### src/rtl/rx_match_pkg.sv
package rx_match_pkg;
    localparam int NPIPE     = 6;
    localparam int MAX_BYTES = 5;
    localparam int IDX_W     = $clog2(MAX_BYTES + 1);
    typedef logic [2:0] pipe_num_t;
    localparam pipe_num_t PIPE_NONE = 3'b111;
endpackage

### src/rtl/rx_match_ref_sel.sv
module rx_match_ref_sel
    import rx_match_pkg::*;
#(
    parameter int NP = NPIPE,
    parameter int MB = MAX_BYTES,
    localparam int IW = $clog2(MB + 1)
) (
    input  logic [IW-1:0]        idx_i,
    input  logic [7:0]           rx_byte_i,
    input  logic [8*MB-1:0]      pipe0_addr_i,
    input  logic [8*(MB-1)-1:0]  shared_hi_i,
    input  logic [8*(NP-1)-1:0]  pipe_lsb_i,
    output logic [NP-1:0]        eq_o
);
    logic [7:0] exp_byte [NP];

    for (genvar p = 0; p < NP; p++) begin : g_pipe
        if (p == 0) begin : g_full
            always_comb begin
                int k;
                k = int'(idx_i);
                if (k > MB - 1) k = MB - 1;
                exp_byte[p] = pipe0_addr_i[k*8 +: 8];
            end
        end else begin : g_shared
            always_comb begin
                int k;
                k = int'(idx_i);
                if (k > MB - 1) k = MB - 1;
                if (k == 0) exp_byte[p] = pipe_lsb_i[(p-1)*8 +: 8];
                else        exp_byte[p] = shared_hi_i[(k-1)*8 +: 8];
            end
        end
        assign eq_o[p] = (exp_byte[p] == rx_byte_i);
    end
endmodule

### src/rtl/rx_match_prio.sv
module rx_match_prio
    import rx_match_pkg::*;
#(
    parameter int NP = NPIPE
) (
    input  logic [NP-1:0] hit_i,
    output logic          found_o,
    output pipe_num_t     pnum_o
);
    always_comb begin
        found_o = 1'b0;
        pnum_o  = PIPE_NONE;
        for (int p = NP - 1; p >= 0; p--) begin
            if (hit_i[p]) begin
                found_o = 1'b1;
                pnum_o  = pipe_num_t'(p);
            end
        end
    end

    // no lower-numbered pipe may hit when a pipe is reported
    always_comb begin
        if (found_o) begin
            assert_lowest_wins_R6: assert ((hit_i & ((NP'(1) << pnum_o) - NP'(1))) == '0);
        end
    end
endmodule

### src/rtl/rx_pipe_addr_match.sv
module rx_pipe_addr_match
    import rx_match_pkg::*;
#(
    parameter int NP = NPIPE,
    parameter int MB = MAX_BYTES,
    localparam int IW = $clog2(MB + 1)
) (
    input  logic                 clk,
    input  logic                 rst_n,
    input  logic                 start_i,
    input  logic                 byte_valid_i,
    input  logic [7:0]           byte_i,
    input  logic [NP-1:0]        pipe_en_i,
    input  logic [1:0]           aw_sel_i,
    input  logic [8*MB-1:0]      pipe0_addr_i,
    input  logic [8*(MB-1)-1:0]  shared_hi_i,
    input  logic [8*(NP-1)-1:0]  pipe_lsb_i,
    output logic                 done_o,
    output logic                 match_o,
    output logic [2:0]           pipe_num_o
);
    typedef struct packed {
        logic          active;
        logic [IW-1:0] idx;
        logic [NP-1:0] hit;
        logic          done;
        logic          match;
        pipe_num_t     pnum;
    } state_t;

    state_t q, d;

    logic [IW-1:0] aw_bytes;
    logic [IW-1:0] cur_idx;
    logic [IW-1:0] nxt_idx;
    logic [NP-1:0] eq_w;
    logic [NP-1:0] hit_now;
    logic          found_w;
    pipe_num_t     pnum_w;

    always_comb begin
        case (aw_sel_i)
            2'b10:   aw_bytes = IW'(4);
            2'b11:   aw_bytes = IW'(5);
            default: aw_bytes = IW'(3);
        endcase
    end

    assign cur_idx = start_i ? '0 : q.idx;
    assign nxt_idx = cur_idx + 1'b1;
    assign hit_now = start_i ? eq_w : (q.hit & eq_w);

    rx_match_ref_sel #(.NP(NP), .MB(MB)) u_ref (
        .idx_i        (cur_idx),
        .rx_byte_i    (byte_i),
        .pipe0_addr_i (pipe0_addr_i),
        .shared_hi_i  (shared_hi_i),
        .pipe_lsb_i   (pipe_lsb_i),
        .eq_o         (eq_w)
    );

    rx_match_prio #(.NP(NP)) u_prio (
        .hit_i   (hit_now & pipe_en_i),
        .found_o (found_w),
        .pnum_o  (pnum_w)
    );

    always_comb begin
        d      = q;
        d.done = 1'b0;
        if (byte_valid_i && (start_i || q.active)) begin
            d.hit    = hit_now;
            d.idx    = nxt_idx;
            d.active = 1'b1;
            if (nxt_idx >= aw_bytes) begin
                d.active = 1'b0;
                d.done   = 1'b1;
                d.match  = found_w;
                d.pnum   = pnum_w;
            end
        end
    end

    always_ff @(posedge clk or negedge rst_n) begin
        if (!rst_n) begin
            q.active <= 1'b0;
            q.idx    <= '0;
            q.hit    <= '0;
            q.done   <= 1'b0;
            q.match  <= 1'b0;
            q.pnum   <= PIPE_NONE;
        end else begin
            q <= d;
        end
    end

    assign done_o     = q.done;
    assign match_o    = q.match;
    assign pipe_num_o = q.pnum;

    assert_none_code_R7: assert property (@(posedge clk) disable iff (!rst_n)
        !q.match |-> q.pnum == PIPE_NONE);
    assert_pipe_range_R9: assert property (@(posedge clk) disable iff (!rst_n)
        q.match |-> int'(q.pnum) < NP);
    assert_done_pulse_R8: assert property (@(posedge clk) disable iff (!rst_n)
        q.done |=> !q.done);
    assert_hold_R8: assert property (@(posedge clk) disable iff (!rst_n)
        !q.done |-> ($stable(q.match) && $stable(q.pnum)));
    assert_enabled_only_R5: assert property (@(posedge clk) disable iff (!rst_n)
        (q.done && q.match) |-> |($past(pipe_en_i) & (NP'(1) << q.pnum)));
    assert_idle_ignore_R4: assert property (@(posedge clk) disable iff (!rst_n)
        (!q.active && !start_i) |=> !q.done);
endmodule

### config.mk
export PLATFORM = sky130hd
export DESIGN_NAME = rx_pipe_addr_match
export DESIGN_NICKNAME = d
export VERILOG_FILES = /design/src/rtl/rx_match_pkg.sv /design/src/rtl/rx_match_ref_sel.sv /design/src/rtl/rx_match_prio.sv /design/src/rtl/rx_pipe_addr_match.sv
export SDC_FILE = /design/constraint.sdc
export NUM_CORES = 1
export LEC_CHECK = 0
export BUFFER_PORTS_ARGS = -buffer_cell sky130_fd_sc_hd__buf_2
export CORE_ASPECT_RATIO = 1.1
export CORE_UTILIZATION = 35
export DETAILED_ROUTE_END_ITERATION = 8
export PLACE_DENSITY_LB_ADDON = 0.25
export SYNTH_ARGS = -nofsm -noshare
export SYNTH_HDL_FRONTEND = slang
export SYNTH_SLANG_ARGS = --single-unit
export TNS_END_PERCENT = 50
### constraint.sdc
create_clock -name clk -period 9.8 [get_ports clk]
set_input_delay 0.98 -clock clk [delete_from_list [all_inputs] [get_ports clk]]
set_output_delay 0.98 -clock clk [all_outputs]
set_load 0.01 [all_outputs]
=== After elaboration in Yosys (flattened, before gate mapping) ===
Index checks and enable logic that the tools add are counted.

* Flip-flop bits (word level): 15
* Bits of input ports: 132
* Output and inout port bits: 5
* Word-level logic and storage cells: 50

* Add/subtract/negate cells: 2
* Magnitude comparators: 2
* Eq/ne operators: 8
* Shift-type cells: 2
* Mux-type cells: 24
* Bitwise gates (word level): 2
* Reductions and logical operators: 4

{| class="wikitable"
|+ Operator list
! kind !! number
|-
| equality test 8 bit || 6
|-
| 2-to-1 mux 8 bit || 5
|-
| indexed part select 40 x 7 -> 8 bit || 1
|-
| logical NOT 32 bit || 1
|-
| indexed part select 32 x 32 -> 8 bit || 1
|-
| 2-to-1 mux 3 bit || 6
|-
| AND 6 bit || 2
|-
| 2-to-1 mux 5 bit || 2
|-
| 2-to-1 mux 1 bit || 7
|-
| 2-to-1 mux 6 bit || 1
|-
| one-hot mux 3 bit (2 select lines) || 1
|-
| equality test 2 bit, second input constant || 2
|-
| 2-to-1 mux 2 bit || 2
|-
| subtractor 3 x 1 -> 4 bit, second input constant || 1
|-
| adder 3 x 1 -> 3 bit, second input constant || 1
|-
| greater-or-equal comparator 3 bit || 1
|-
| greater-than comparator 3 bit, second input constant || 1
|-
| AND reduction 2 bit || 1
|-
| logical AND 1 bit || 1
|-
| logical OR 1 bit || 1
|}

=== Depth between registers and ports, before layout ===
Gate-level depths: netlist of the first run.

* Depth after elaboration: 18
* Mapped depth: 21
* Gate-level depth less buffers: 15

=== Modules after synthesis ===
From an unflattened synthesis of the first run, not the netlist that was laid out.

* Cells, all modules: 282
* Area total of the unflattened synthesis: 2384.8 sq um

{| class="wikitable"
|+ By module, submodules not included
! module !! times used !! cells an instance !! area an instance (sq um) !! sequential area each (sq um)
|-
| rx_match_ref_sel || 1 || 208 || 1554.0 || 0.0
|-
| rx_pipe_addr_match || 1 || 66 || 782.0 || 379.1
|-
| rx_match_prio || 1 || 8 || 48.8 || 0.0
|}

=== Least setup slack after synthesis of the first run ===
Ideal clock, no wire load.

* Kind: input to register
* From: in start_i
* To: reg q (netlist bit match_o)
* Library setup time: 0.126 ns
* Data arrival time: 4.749 ns
* Data required time: 9.674 ns
* Path slack: 4.925 ns
* Cell stages on the path: 21
* Path buffers: 6
* Cells stage by stage: nand2b_1 buf_4 buf_2 ha_1 nor2b_1 buf_2 buf_2 nor2_2 inv_1 ha_1 ha_1 buf_2 clkbuf_1 nor3b_1 or4b_1 and2_1 nand4_1 nor3_1 a31oi_1 nand2_1 o32a_1

* Elaborated cells on any way between the ends: 32
* Classes of those cells: 2 x add/sub; 2 x order compare; 6 x eq/ne; 2 x shift; 14 x mux; 2 x bitwise; 4 x reduce/logical

{| class="wikitable"
|+ RTL lines
! what !! line !! RTL
|-
| from (decl) || rx_pipe_addr_match.sv:10 || <nowiki>input logic start_i,</nowiki>
|-
| 2-to-1 mux 3 bit || rx_pipe_addr_match.sv:49 || <nowiki>assign cur_idx = start_i ? '0 : q.idx;</nowiki>
|-
| adder 3 x 1 -> 3 bit || rx_pipe_addr_match.sv:50 || <nowiki>assign nxt_idx = cur_idx + 1'b1;</nowiki>
|-
| net nxt_idx[0] || rx_pipe_addr_match.sv:35 || <nowiki>logic [IW-1:0] nxt_idx;</nowiki>
|-
| greater-or-equal comparator 3 bit || rx_pipe_addr_match.sv:75 || <nowiki>if (nxt_idx >= aw_bytes) begin</nowiki>
|-
| AND reduction 2 bit (no source line) || n/a ||
|-
| to (decl) || rx_pipe_addr_match.sv:31 || <nowiki>state_t q, d;</nowiki>
|}

The timed path passes the listed nets, and every way through them passes these cells.
A chain may end at the register's enable or synchronous reset.

=== Worst setup path in the final report of the first run ===
* From: in start_i
* To: reg q (netlist bit match_o)

* Cells in the longest elaborated chain, start to end: 16
* Elaborated cells on any way between the ends: 32
* Classes of those cells: 2 x add/sub; 2 x order compare; 6 x eq/ne; 2 x shift; 14 x mux; 2 x bitwise; 4 x reduce/logical

{| class="wikitable"
|+ Ends and longest elaborated chain
! what !! line !! RTL
|-
| 2-to-1 mux 3 bit || rx_pipe_addr_match.sv:49 ||
|-
| greater-than comparator 3 bit || rx_match_ref_sel.sv:22, rx_match_ref_sel.sv:29 ||
|-
| 2-to-1 mux 3 bit || rx_match_ref_sel.sv:22, rx_match_ref_sel.sv:29 ||
|-
| subtractor 3 x 1 -> 4 bit || rx_match_ref_sel.sv:31 || <nowiki>else exp_byte[p] = shared_hi_i[(k-1)*8 +: 8];</nowiki>
|-
| indexed part select 32 x 32 -> 8 bit || rx_match_ref_sel.sv:31 ||
|-
| 2-to-1 mux 8 bit || rx_match_ref_sel.sv:30 || <nowiki>if (k == 0) exp_byte[p] = pipe_lsb_i[(p-1)*8 +: 8];</nowiki>
|-
| equality test 8 bit || rx_match_ref_sel.sv:34 || <nowiki>assign eq_o[p] = (exp_byte[p] == rx_byte_i);</nowiki>
|-
| AND 6 bit || rx_pipe_addr_match.sv:51 || <nowiki>assign hit_now = start_i ? eq_w : (q.hit & eq_w);</nowiki>
|-
| 2-to-1 mux 6 bit || rx_pipe_addr_match.sv:51 ||
|-
| AND 6 bit || rx_pipe_addr_match.sv:63 || <nowiki>.hit_i (hit_now & pipe_en_i),</nowiki>
|-
| 2-to-1 mux 1 bit (6 in a row) || rx_match_prio.sv:14 || <nowiki>if (hit_i[p]) begin</nowiki>
|}

Several ways; a longest one is shown, not always the timed one.

==> impl.org, run 1 <==
** Status
- Outcome :: finished, final reports clean

** Timing
- Final Slew Violations :: 0
- Static timing analysis puts the maximum clock frequency at approximately 170 MHz.
- The number of failing hold endpoints at the final stage came to 0.
- Final-layout setup total negative slack :: 0 ns
- Worst slew pin tran :: 1.12 ns
- Final setup fails :: 0
- The worst pin sits at a relative slew slack of between 20 and 25%.
- Unrepaired setup endpoints after global routing :: no
- Worst clock skew on the final layout :: 0.000669 ns
- Subtracting the final worst setup slack from the clock period gives roughly 6 ns.
- Fin Hold WS :: between 0.4 and 0.5 ns
- Period utilization :: between 60 and 70%

** Clocking
- H-tree depth :: 1
- After clock tree synthesis, the repair step resized 0 gates.
- The longest clock path from root to sink contains 2 buffers.
- Clock-pin slew was measured on the worst setup and hold paths at ~0.06 ns.
- For this design, the sink count on the clock tree is 15.
- Number of CTS-inserted buffers :: 3
- Buffer count from post-CTS setup fixing :: 0
- At the later pin of the worst-skew pair, clock insertion delay measures 0.25 ns.
- TritonCTS built the clock tree.
- Hold repair after CTS inserted 0 buffers.
- Clk Tree Root Cell :: sky130_fd_sc_hd__clkbuf_8

** Worst hold path
- End point of the most critical hold path :: q[5]
- Origin of the worst min-delay path :: q[5]
- Hold path cells :: 1
- The tightest min-delay check is of the reg -> reg type.

** Global routing
- Overall Global Routing Usage :: about 25%
- GR peak layer :: met2
- Initial antenna violation count :: 0
- For met2 alone, demand over resource in global routing was ~45%.
- The first global-routing pass estimated 18300 um of wire.
- The number of global-route vias before repair was 3700.
- Entering global routing, the biggest net connects 25 pins.
- GR Overflow Total :: 0
- Global routing used 31.2% of the available met1 tracks.
- Met3 GRT Util :: under 10%

** Critical path
- For this run, the slowest stage of the critical path takes between 0.8 and 0.9 ns.
- Worst Setup Start Kind :: input port
- Worst R2R End :: match_o
- Number of cells on the worst reg-to-reg path :: 15
- Data required time of the worst path :: 9.94 ns
- In this run the worst path has a maximum fanout of 24.
- Ordered list of cells on the worst path :: buf_2 -> nand2b_1 -> ha_1 -> nor2b_1 -> buf_4 -> nor2_2 -> inv_1 -> ha_1 -> mux2i_1 -> a211oi_1 -> nor4b_1 -> nor4_2 -> and4_1 -> a31oi_1 -> nand2_1 -> o32a_1
- In this run the register-to-register setup slack is approximately 4.5 ns.
- The worst register-to-register path begins at q[11].
- Endpoint type of the worst setup path :: flop
- Classification of the worst setup path :: in -> reg
- Data arrival time of the critical path :: 6.12 ns
- The cell that appears most often on the critical path is sky130_fd_sc_hd__ha_1.
- The slowest stage of the critical path belongs to the cell sky130_fd_sc_hd__ha_1.

** Floorplan
- Overall die area :: between 9000 and 10000 um^2
- Die span in x :: a little over 90 um
- Die height :: about 100 um
- Core Region :: approximately 8400 um^2
- In this run the core area contains 35 standard-cell rows.
- In this run the count of I/O pins placed on the die edge is about 140.
- Starting density of the core :: between 30% and 40%

** Synthesis
- Synthesis produced slightly above 400 cells.
- Number of warning messages in the yosys log :: 0
- The synthesized design contains 15 register bits.
- Library cells used by synthesis :: 71
- Cell area after synthesis :: between 3000 and 4000 um^2
- Among all flip-flop cells after synthesis, the most frequent one is sky130_fd_sc_hd__dfrtp_1.
- The synthesized design contains 0 enable-type register cells.
- Summing the sequential cell areas from Yosys gives between 10% and 20% of the chip area.
- Synthesized area per cell :: between 7 and 8 um^2
- Synthesized Nets :: 547
- Counting flops with an async set or reset pin after synthesis yields a share of 100%.

** Routing
- Via count normalized by instance count :: between 5 and 6
- For this run, design rule violations remaining after detail routing come to 0.
- After the first detailed-routing iteration, the DRC count stood at between 200 and 250.
- Count of antenna-violating nets left after detailed routing :: 0
- The final route contains about 3700 vias.
- Routed length per placed instance :: 18.0 um
- Total wirelength of the detailed-routed design :: 11200 um
- First drt pass iteration count :: 5

** Placed design
- Half-perimeter wire length after placement :: ~8900 um
- Port bufs :: roughly 140
- Routability-driven placement finished with a final weighted congestion of about 0.91.

** Run
- Across the run, the number of max-cap violations was 0.

** Power and ir drop
- For this design the static power due to leakage is 1.63 nW.
- Across the VDD grid, the largest voltage drop is between 0.00008 and 0.00009 V.
- Power spread over the standard cell area amounts to ~170 nW/um^2.

** Cells and area
- Area growth from synthesis to layout :: 22.8%
- Diodes inserted :: 0
- Filler instances :: around 900
- Final-stage net count :: 653
- Fraction of final layout cells sized beyond drive strength 1 :: between 30% and 40%
## critical path, delay by kind of cell
family                   cells  cell delay [ns]
AO/OA/AOI/OAI                3             0.72
adder cells (fa/ha/maj)      2             1.27
buffers and inverters        3             0.67
multiplexers                 1             0.40
AND/OR/NAND/NOR              7             2.03
## kinds of logic (layout without fill, tap and decap cells)
logic type	count (synthesis)	in the layout	share of synthesized area, %
compound gates	126	126	31.5
xor+xnor	35	35	10.3
fa+ha+maj	7	7	2.88
buf+inv	55	160	8.39
flops	15	15	12.5
mux	28	28	9.74
simple gates	142	142	24.7
## worst max-delay path by stage
stage                     endpoint  startpoint  slack [ns]  depth (start not counted)
after detailed placement   match_o     start_i        3.63                         16
after floorplan            match_o     start_i        4.92                         21
after global routing       match_o     start_i        3.41                         16
final                      match_o     start_i        3.81                         16
after global placement     match_o     start_i        3.84                         16
after CTS                  match_o     start_i        3.86                         16
## metrics by stage
stage / total power, W / setup WS [ns] / area (um^2) / utilization [%] / instances
after floorplan: 0.000464 / 4.92 / 3040 / - / 408
after global placement: 0.000573 / 3.84 / 3690 / 43.9 / 620
after detailed placement: 0.000577 / 3.63 / 3690 / 43.9 / 620
after CTS: 0.000629 / 3.86 / 3740 / 44.4 / 624
after global routing: 0.000685 / 3.41 / 3740 / 44.4 / 624
final: 0.000631 / 3.81 / 3740 / 44.4 / 624
## Yosys cell counts (7+ instances only)
| cell | instances | area share, % |
|---|---|---|
| sky130_fd_sc_hd__nand3_1 | 11 | 1.8 |
| sky130_fd_sc_hd__inv_1 | 18 | 2.2 |
| sky130_fd_sc_hd__nand2_1 | 27 | 3.3 |
| sky130_fd_sc_hd__nor2_1 | 32 | 3.9 |
| sky130_fd_sc_hd__clkbuf_1 | 18 | 2.2 |
| sky130_fd_sc_hd__xnor2_1 | 24 | 6.9 |
| sky130_fd_sc_hd__xor2_1 | 10 | 2.9 |
| sky130_fd_sc_hd__nand4_1 | 8 | 1.6 |
| sky130_fd_sc_hd__mux2i_1 | 15 | 4.9 |
| sky130_fd_sc_hd__ha_1 | 7 | 2.9 |
| sky130_fd_sc_hd__o22ai_1 | 9 | 1.9 |
| sky130_fd_sc_hd__buf_2 | 8 | 1.3 |
| sky130_fd_sc_hd__dfrtp_1 | 12 | 9.9 |
| sky130_fd_sc_hd__a21oi_1 | 9 | 1.5 |
| sky130_fd_sc_hd__o21ai_0 | 16 | 2.6 |
| sky130_fd_sc_hd__a211oi_1 | 10 | 2.5 |
| sky130_fd_sc_hd__nand2b_1 | 13 | 2.7 |
| sky130_fd_sc_hd__nor3_1 | 16 | 2.6 |
| sky130_fd_sc_hd__mux2_2 | 13 | 4.8 |
## report_power, final
group,internal [W],leakage [nW],switching (W)
clock,0.0000282,0.0255,0.0000219
combinational,0.000200,1.42,0.000271
sequential,0.0000812,0.189,0.0000282
total,0.000310,1.63,0.000322
## cells in the final DEF, fill, tap and decap left out, drive strengths merged, types with 3 or more instances in the layout
| master | Yosys | routed |
|---|---|---|
| o211ai | 4 | 4 |
| a21boi | 4 | 4 |
| nor3 | 16 | 16 |
| a211oi | 10 | 10 |
| o2111ai | 4 | 4 |
| nand4 | 8 | 8 |
| nor2 | 33 | 33 |
| nand2b | 13 | 13 |
| xnor2 | 24 | 24 |
| o32ai | 3 | 3 |
| mux2i | 15 | 15 |
| nand3 | 11 | 11 |
| or4 | 4 | 4 |
| a21oi | 9 | 9 |
| clkbuf | 19 | 3 |
| o31ai | 5 | 5 |
| o311ai | 4 | 4 |
| a311oi | 4 | 4 |
| o22ai | 9 | 9 |
| o211a | 4 | 4 |
| nor3b | 5 | 5 |
| o22a | 6 | 6 |
| dfrtp | 12 | 12 |
| nand2 | 27 | 27 |
| mux2 | 13 | 13 |
| o21ai | 17 | 17 |
| o221ai | 5 | 5 |
| xor2 | 11 | 11 |
| nor4 | 6 | 6 |
| a21o | 6 | 6 |
| inv | 18 | 18 |
| a31oi | 6 | 6 |
| o21a | 5 | 5 |
| dfstp | 3 | 3 |
| ha | 7 | 7 |
| or2 | 5 | 5 |
| buf | 18 | 138 |
| a221oi | 3 | 3 |
## registers in the layout, summed over array words and instances, names as in the netlist
name	count
q	10
pipe_num_o	3
done_o	1
match_o	1
## layer usage
metal / routed length (um) / vias to the layer above
li1: - / 1760
met1: 4920 / 1716
met2: 5400 / 165
met3: 622 / 22
met4: 263 / 0
met5: 0 / -
## layout make-up
cell class                 count  area (um^2)  area share (%)
timing repair buffer         138          696            18.6
inverter                      18         67.6            1.81
multi-input combinational    338         2410            64.5
clock inverter                 1         5.00           0.134
sequential                    15          379            10.1
tap                          111          139            3.72
clock buffer                   3         41.3            1.11
Power figures use the tool's default switching activity.
==> run 2, diff against run 1 <==
--- a/config.mk
+++ b/config.mk
@@ -5,6 +5,7 @@
 export SDC_FILE = /design/constraint.sdc
 export NUM_CORES = 1
 export LEC_CHECK = 0
+export ABC_AREA = 1
 export BUFFER_PORTS_ARGS = -buffer_cell sky130_fd_sc_hd__buf_2
 export CORE_ASPECT_RATIO = 1.1
 export CORE_UTILIZATION = 35
==> constraint.sdc (replaced) <==
create_clock -name clk -period 4.8 [get_ports clk]
set_input_delay 0.48 -clock clk [delete_from_list [all_inputs] [get_ports clk]]
set_output_delay 0.48 -clock clk [all_outputs]
set_load 0.01 [all_outputs]
==> run 2 against run 1 <==
Net effect:
- worst setup slack got worse by 2.8 ns
- total power rose by 130%
- register-to-register slack got worse by 3.3 ns
- clock power rose by 100%
- area after synthesis rose by 0.90%
- die area rose by 0.89%
- non-clock buffer count fell by 1
- first-iteration DRC count rose by 3.0%
- global-route usage fell by 2.3 points
- highest routed layer unchanged
==> impl.org, run 2 <==
** Timing
- The worst path setup slack after routing is 1.05 ns (-2.77 ns).
- Highest clock frequency the design can meet :: about 270 MHz
- Period utilization :: between 70% and 80%
- The slew of the pin with the lowest slew margin came to 0.610 ns (-0.507 ns).
- The final-report setup violation count came to 0 (unchanged).
- The worst clock skew was 0.00163 ns (+0.000957 ns).
- Final number of hold-violating endpoints :: 0 (unchanged)
- Shortest clock period the worst path allows after layout :: between 3 and 4 ns
- Setup repair after global routing left no endpoint under its margin.
- Final-layout setup total negative slack :: 0 ns (unchanged)
- Normalized max-slew margin :: 59.0% (+34 points)
- The total count of max-transition violations in the final report was 0 (unchanged).

** Cells and area
- Fraction of final layout cells sized beyond drive strength 1 :: 32.4% (-1.4 points)
- Diodes inserted :: 0 (unchanged)
- The top cell types in the final layout, fill and taps aside, are sky130_fd_sc_hd__nand2_1, sky130_fd_sc_hd__buf_2, sky130_fd_sc_hd__nand3_1, sky130_fd_sc_hd__or2_2, sky130_fd_sc_hd__nor2_1.
- Register with the most flip-flops :: q
- Area growth from synthesis to layout :: 23.0%
- The number of nets in the final layout came to 829 (+27%).
- Max FFs per register :: 10 (unchanged)
- The post-layout instance area is 3780 um^2 (+1.1%).
- Leaving out fill and tap cells, the most frequent cell in the layout is sky130_fd_sc_hd__nand2_1.

** Routing
- Total wirelength of the detailed-routed design :: 9870 um (-12%)
- Via count normalized by instance count :: 4.90 (-16%)
- Total number of vias :: 3922 (+7.1%)
- The number of DRC violations after detailed routing came to 0 (unchanged).
- The violation count after the first detailed-route iteration came to 242 (+3.0%).
- The final routed wire length divided by cell count is 12.3 um (-31%).
- The post-route antenna net violation count came to 0 (unchanged).
- The iteration count of the initial detailed-routing pass was 5 (unchanged).

** Synthesis
- The number of synthesized register bits is 15 (unchanged).
- Library cells used by synthesis :: 33 (-54%)
- Share of synthesized registers carrying an async set or reset :: 100% (unchanged)
- The net count after synthesis came to 714 (+31%).
- Number of enable flip-flop cells after synthesis :: 0 (unchanged)
- Compound-gate portion of the synthesized area :: 5.91% (-26 points)
- The sequential element share of the synthesized area was 12.3% (-0.11 points).
- Number of warning messages in the yosys log :: 0 (unchanged)
- The top cell type's share of synthesized area is 32.8% (+23 points).
- After synthesis, the largest family of logic cells by area is simple AND/OR/NAND/NOR gates.
- Dominant cell type by area after synthesis :: sky130_fd_sc_hd__nand2_1
- Xor and xnor area share after synthesis :: 1.71% (-8.6 points)
- The synthesized area per cell is 5.34 um^2 (-28%).
- Ys flop type :: sky130_fd_sc_hd__dfrtp_1
- The fraction of synthesized area in multiplexers is 0% (-9.7 points).
- In the post-synthesis netlist, the cell with the most instances is sky130_fd_sc_hd__nand2_1.
- Fraction of the mapped netlist area in simple logic gates :: 66.2% (+41 points)
- The post-synthesis adder-cell area fraction is 2.85% (-0.026 points).
- In the post-synthesis netlist, the biggest area contributors are sky130_fd_sc_hd__nand2_1, sky130_fd_sc_hd__nand3_1, sky130_fd_sc_hd__dfrtp_1.
- Post-synthesis instance total :: 575 (+41%)
- Top cell types by occurrence after synthesis :: sky130_fd_sc_hd__nand2_1, sky130_fd_sc_hd__nand3_1, sky130_fd_sc_hd__or2_2, sky130_fd_sc_hd__nor2_1, sky130_fd_sc_hd__inv_1
- The area of the mapped netlist is 3070 um^2 (+0.90%).

** Floorplan
- Die span in x :: 91.3 um (+0.45%)
- The area of the die came to 9150 um^2 (+0.89%).
- The row count was 35 (unchanged).
- The chip height was 100 um (+0.45%).
- Core Region :: 8450 um^2 (+0.52%)
- The starting density of the core was 36.3% (+0.14 points).
- The top-level port count is 137 (unchanged).

** Critical path
- CP Max Fanout :: 18 (-25%)
- Classification of the worst setup path :: in -> reg
- The critical path data arrival time came to 3.94 ns (-2.18 ns).
- The setup slack of the worst register-to-register path was 1.22 ns (-3.28 ns).
- Data required time of the worst path :: 4.99 ns (-4.95 ns)
- STA classifies the critical path endpoint as a flop.
- Worst Setup Start Kind :: input port

** Run
- The max-capacitance violation count was 0 (unchanged).

** Power and ir drop
- Total chip power :: 0.00145 W (+130%)
- Total leakage power :: 2.26 nW (+38%)
- Relative contribution of combinational cells to total power :: 78.5% (+3.7 points)
- The maximum VDD drop came to 0.000225 V (+150%).
- The clock group share of total power is 7.0% (-0.9 points).
- The cell-internal power was 0.000641 W (+110%).
- Ratio of total power to cell area :: 383 nW/um^2 (+130%)
- The switching fraction of total power came to 55.7% (+4.7 points).
- The part of the power in registers was 14.5% (-2.8 points).
- Switching pwr :: 0.000804 W (+150%)

** Clocking
- The CTS buffer count was 3 (unchanged).
- H-tree depth :: 1 (unchanged)
- CTS tree :: built
- Clock Tree Buf Depth :: 2 (unchanged)
- Clk Tree Root Cell :: sky130_fd_sc_hd__clkbuf_8
- Cts hold-fix bufs :: 0 (unchanged)
- The clock latency of the later-clocked register in the worst-skew pair is 0.24 ns (about the same).
- The number of instances resized during post-cts repair was 0 (unchanged).
- The number of setup buffers added after CTS came to 0 (unchanged).
- Post-CTS clock slew at the launch and capture registers of the worst setup and hold paths :: 0.06 ns (about the same)
- The number of sinks driven by the clock tree is 15 (unchanged).

** Global routing
- Maximum number of pins on one net before global-route repair :: 54 (+120%)
- Vias in the first global route :: 3797 (+2.6%)
- First-pass GRT wire length :: 16900 um (-7.5%)
- The overall routing resource usage is 22.4% (-2.3 points).
- Initial antenna violation count :: 0 (unchanged)
- GR Overflow Total :: 0 (unchanged)

** Worst hold path
- Path type of the worst min-delay path :: in -> async

** Placed design
- The worst slack at placement came to 0.828 ns (-2.81 ns).
- Half-perimeter wire length after placement :: 8220 um (-7.4%)
- The placed standard-cell area came to 3730 um^2 (+1.1%).
- Port bufs :: 136 (unchanged)
- Final GP Congestion :: 0.884 (-2.9%)

** Status
- Outcome :: finished, final reports clean
## run 2: changes by cell type after synthesis, moves of 16 or more
cell                      change
sky130_fd_sc_hd__or2_2       +33
sky130_fd_sc_hd__nor3_1      -16
sky130_fd_sc_hd__inv_1       +17
sky130_fd_sc_hd__xnor2_1     -23
sky130_fd_sc_hd__nand2_1    +241
sky130_fd_sc_hd__nand3_1     +56
## run 2: cell families (layout without fill, tap and decap cells)
family	count (synthesis)	after routing
and+or+nand+nor	447	447
buffers and inverters	69	183
AOI/OAI and AO/OA	31	31
DFF	15	15
adders and majority gates	7	7
xor gates and xnor gates	6	6
## run 2: layout make-up
| cell class | instances | area [um^2] |
|---|---|---|
| fillers | 959 | 4680 |
| multi-input cells | 491 | 2350 |
| repair buffers | 137 | 688 |
| flip-flops and latches | 15 | 379 |
| inverters | 42 | 170 |
| well taps | 111 | 139 |
| clock buffers | 3 | 41.3 |
| clock inverters | 1 | 5.00 |
## run 2: path summary, 6_finish.rpt
path / cells after the start / end / startpoint
worst min register to register: 2 / pipe_num_o[1] / pipe_num_o[1]
max in group asynchronous: 1 / pipe_num_o[0] / rst_n
worst min-delay path: 1 / done_o / rst_n
worst max-delay path: 25 / match_o / start_i
worst max register to register: 23 / match_o / q[12]
min in group clk: 2 / pipe_num_o[1] / pipe_num_o[1]
## run 2: worst max-delay path, stage by stage
cell and delay [ns]:
sky130_fd_sc_hd__buf_2 0.27, sky130_fd_sc_hd__clkinv_8 0.11, sky130_fd_sc_hd__nand2_2 0.12, sky130_fd_sc_hd__ha_1 0.22
sky130_fd_sc_hd__inv_1 0.05, sky130_fd_sc_hd__nand2_1 0.07, sky130_fd_sc_hd__nand2_2 0.20, sky130_fd_sc_hd__ha_1 0.56
sky130_fd_sc_hd__inv_2 0.28, sky130_fd_sc_hd__nand2_1 0.08, sky130_fd_sc_hd__nand2_1 0.09, sky130_fd_sc_hd__nand3_2 0.07
sky130_fd_sc_hd__nand2_1 0.07, sky130_fd_sc_hd__nand2_1 0.05, sky130_fd_sc_hd__nand2_2 0.20, sky130_fd_sc_hd__nand2_1 0.08
sky130_fd_sc_hd__nand2_1 0.06, sky130_fd_sc_hd__nand2_1 0.07, sky130_fd_sc_hd__nor2_1 0.13, sky130_fd_sc_hd__nand3_1 0.19
sky130_fd_sc_hd__nor3_2 0.23, sky130_fd_sc_hd__nor2_2 0.08, sky130_fd_sc_hd__nand3_2 0.07, sky130_fd_sc_hd__nand2_1 0.05
sky130_fd_sc_hd__inv_1 0.05
## run 2: through the flow
stage | hold slack, ns | utilization, % | instances
6_report | 0.129 | 44.7 | 800
3_3_place_gp | 0.407 | 44.1 | 796
3_5_place_dp | 0.406 | 44.1 | 796
2_1_floorplan | 0.184 | - | 575
4_1_cts | 0.140 | 44.7 | 800
5_1_grt | 0.150 | 44.7 | 800
## run 2: layer usage
layer  share of wire [%]  GRT usage, %  up-vias
met4                 2.3          7.57        0
met1                  43          28.0     1740
met5                   0             0        -
li1                    -             -     2023
met2                  48          40.4      140
met3                 6.2          2.12       19
## run 2: power by group through the flow
stage	sequential (W)	combinational [W]	clock, W
finish	0.000209	0.00113	0.000102
global route	0.000214	0.00131	0.000108
CTS	0.000209	0.00113	0.000103
detailed placement	0.000210	0.00112	0
global placement	0.000210	0.00111	0
floorplan	0.000206	0.000913	0
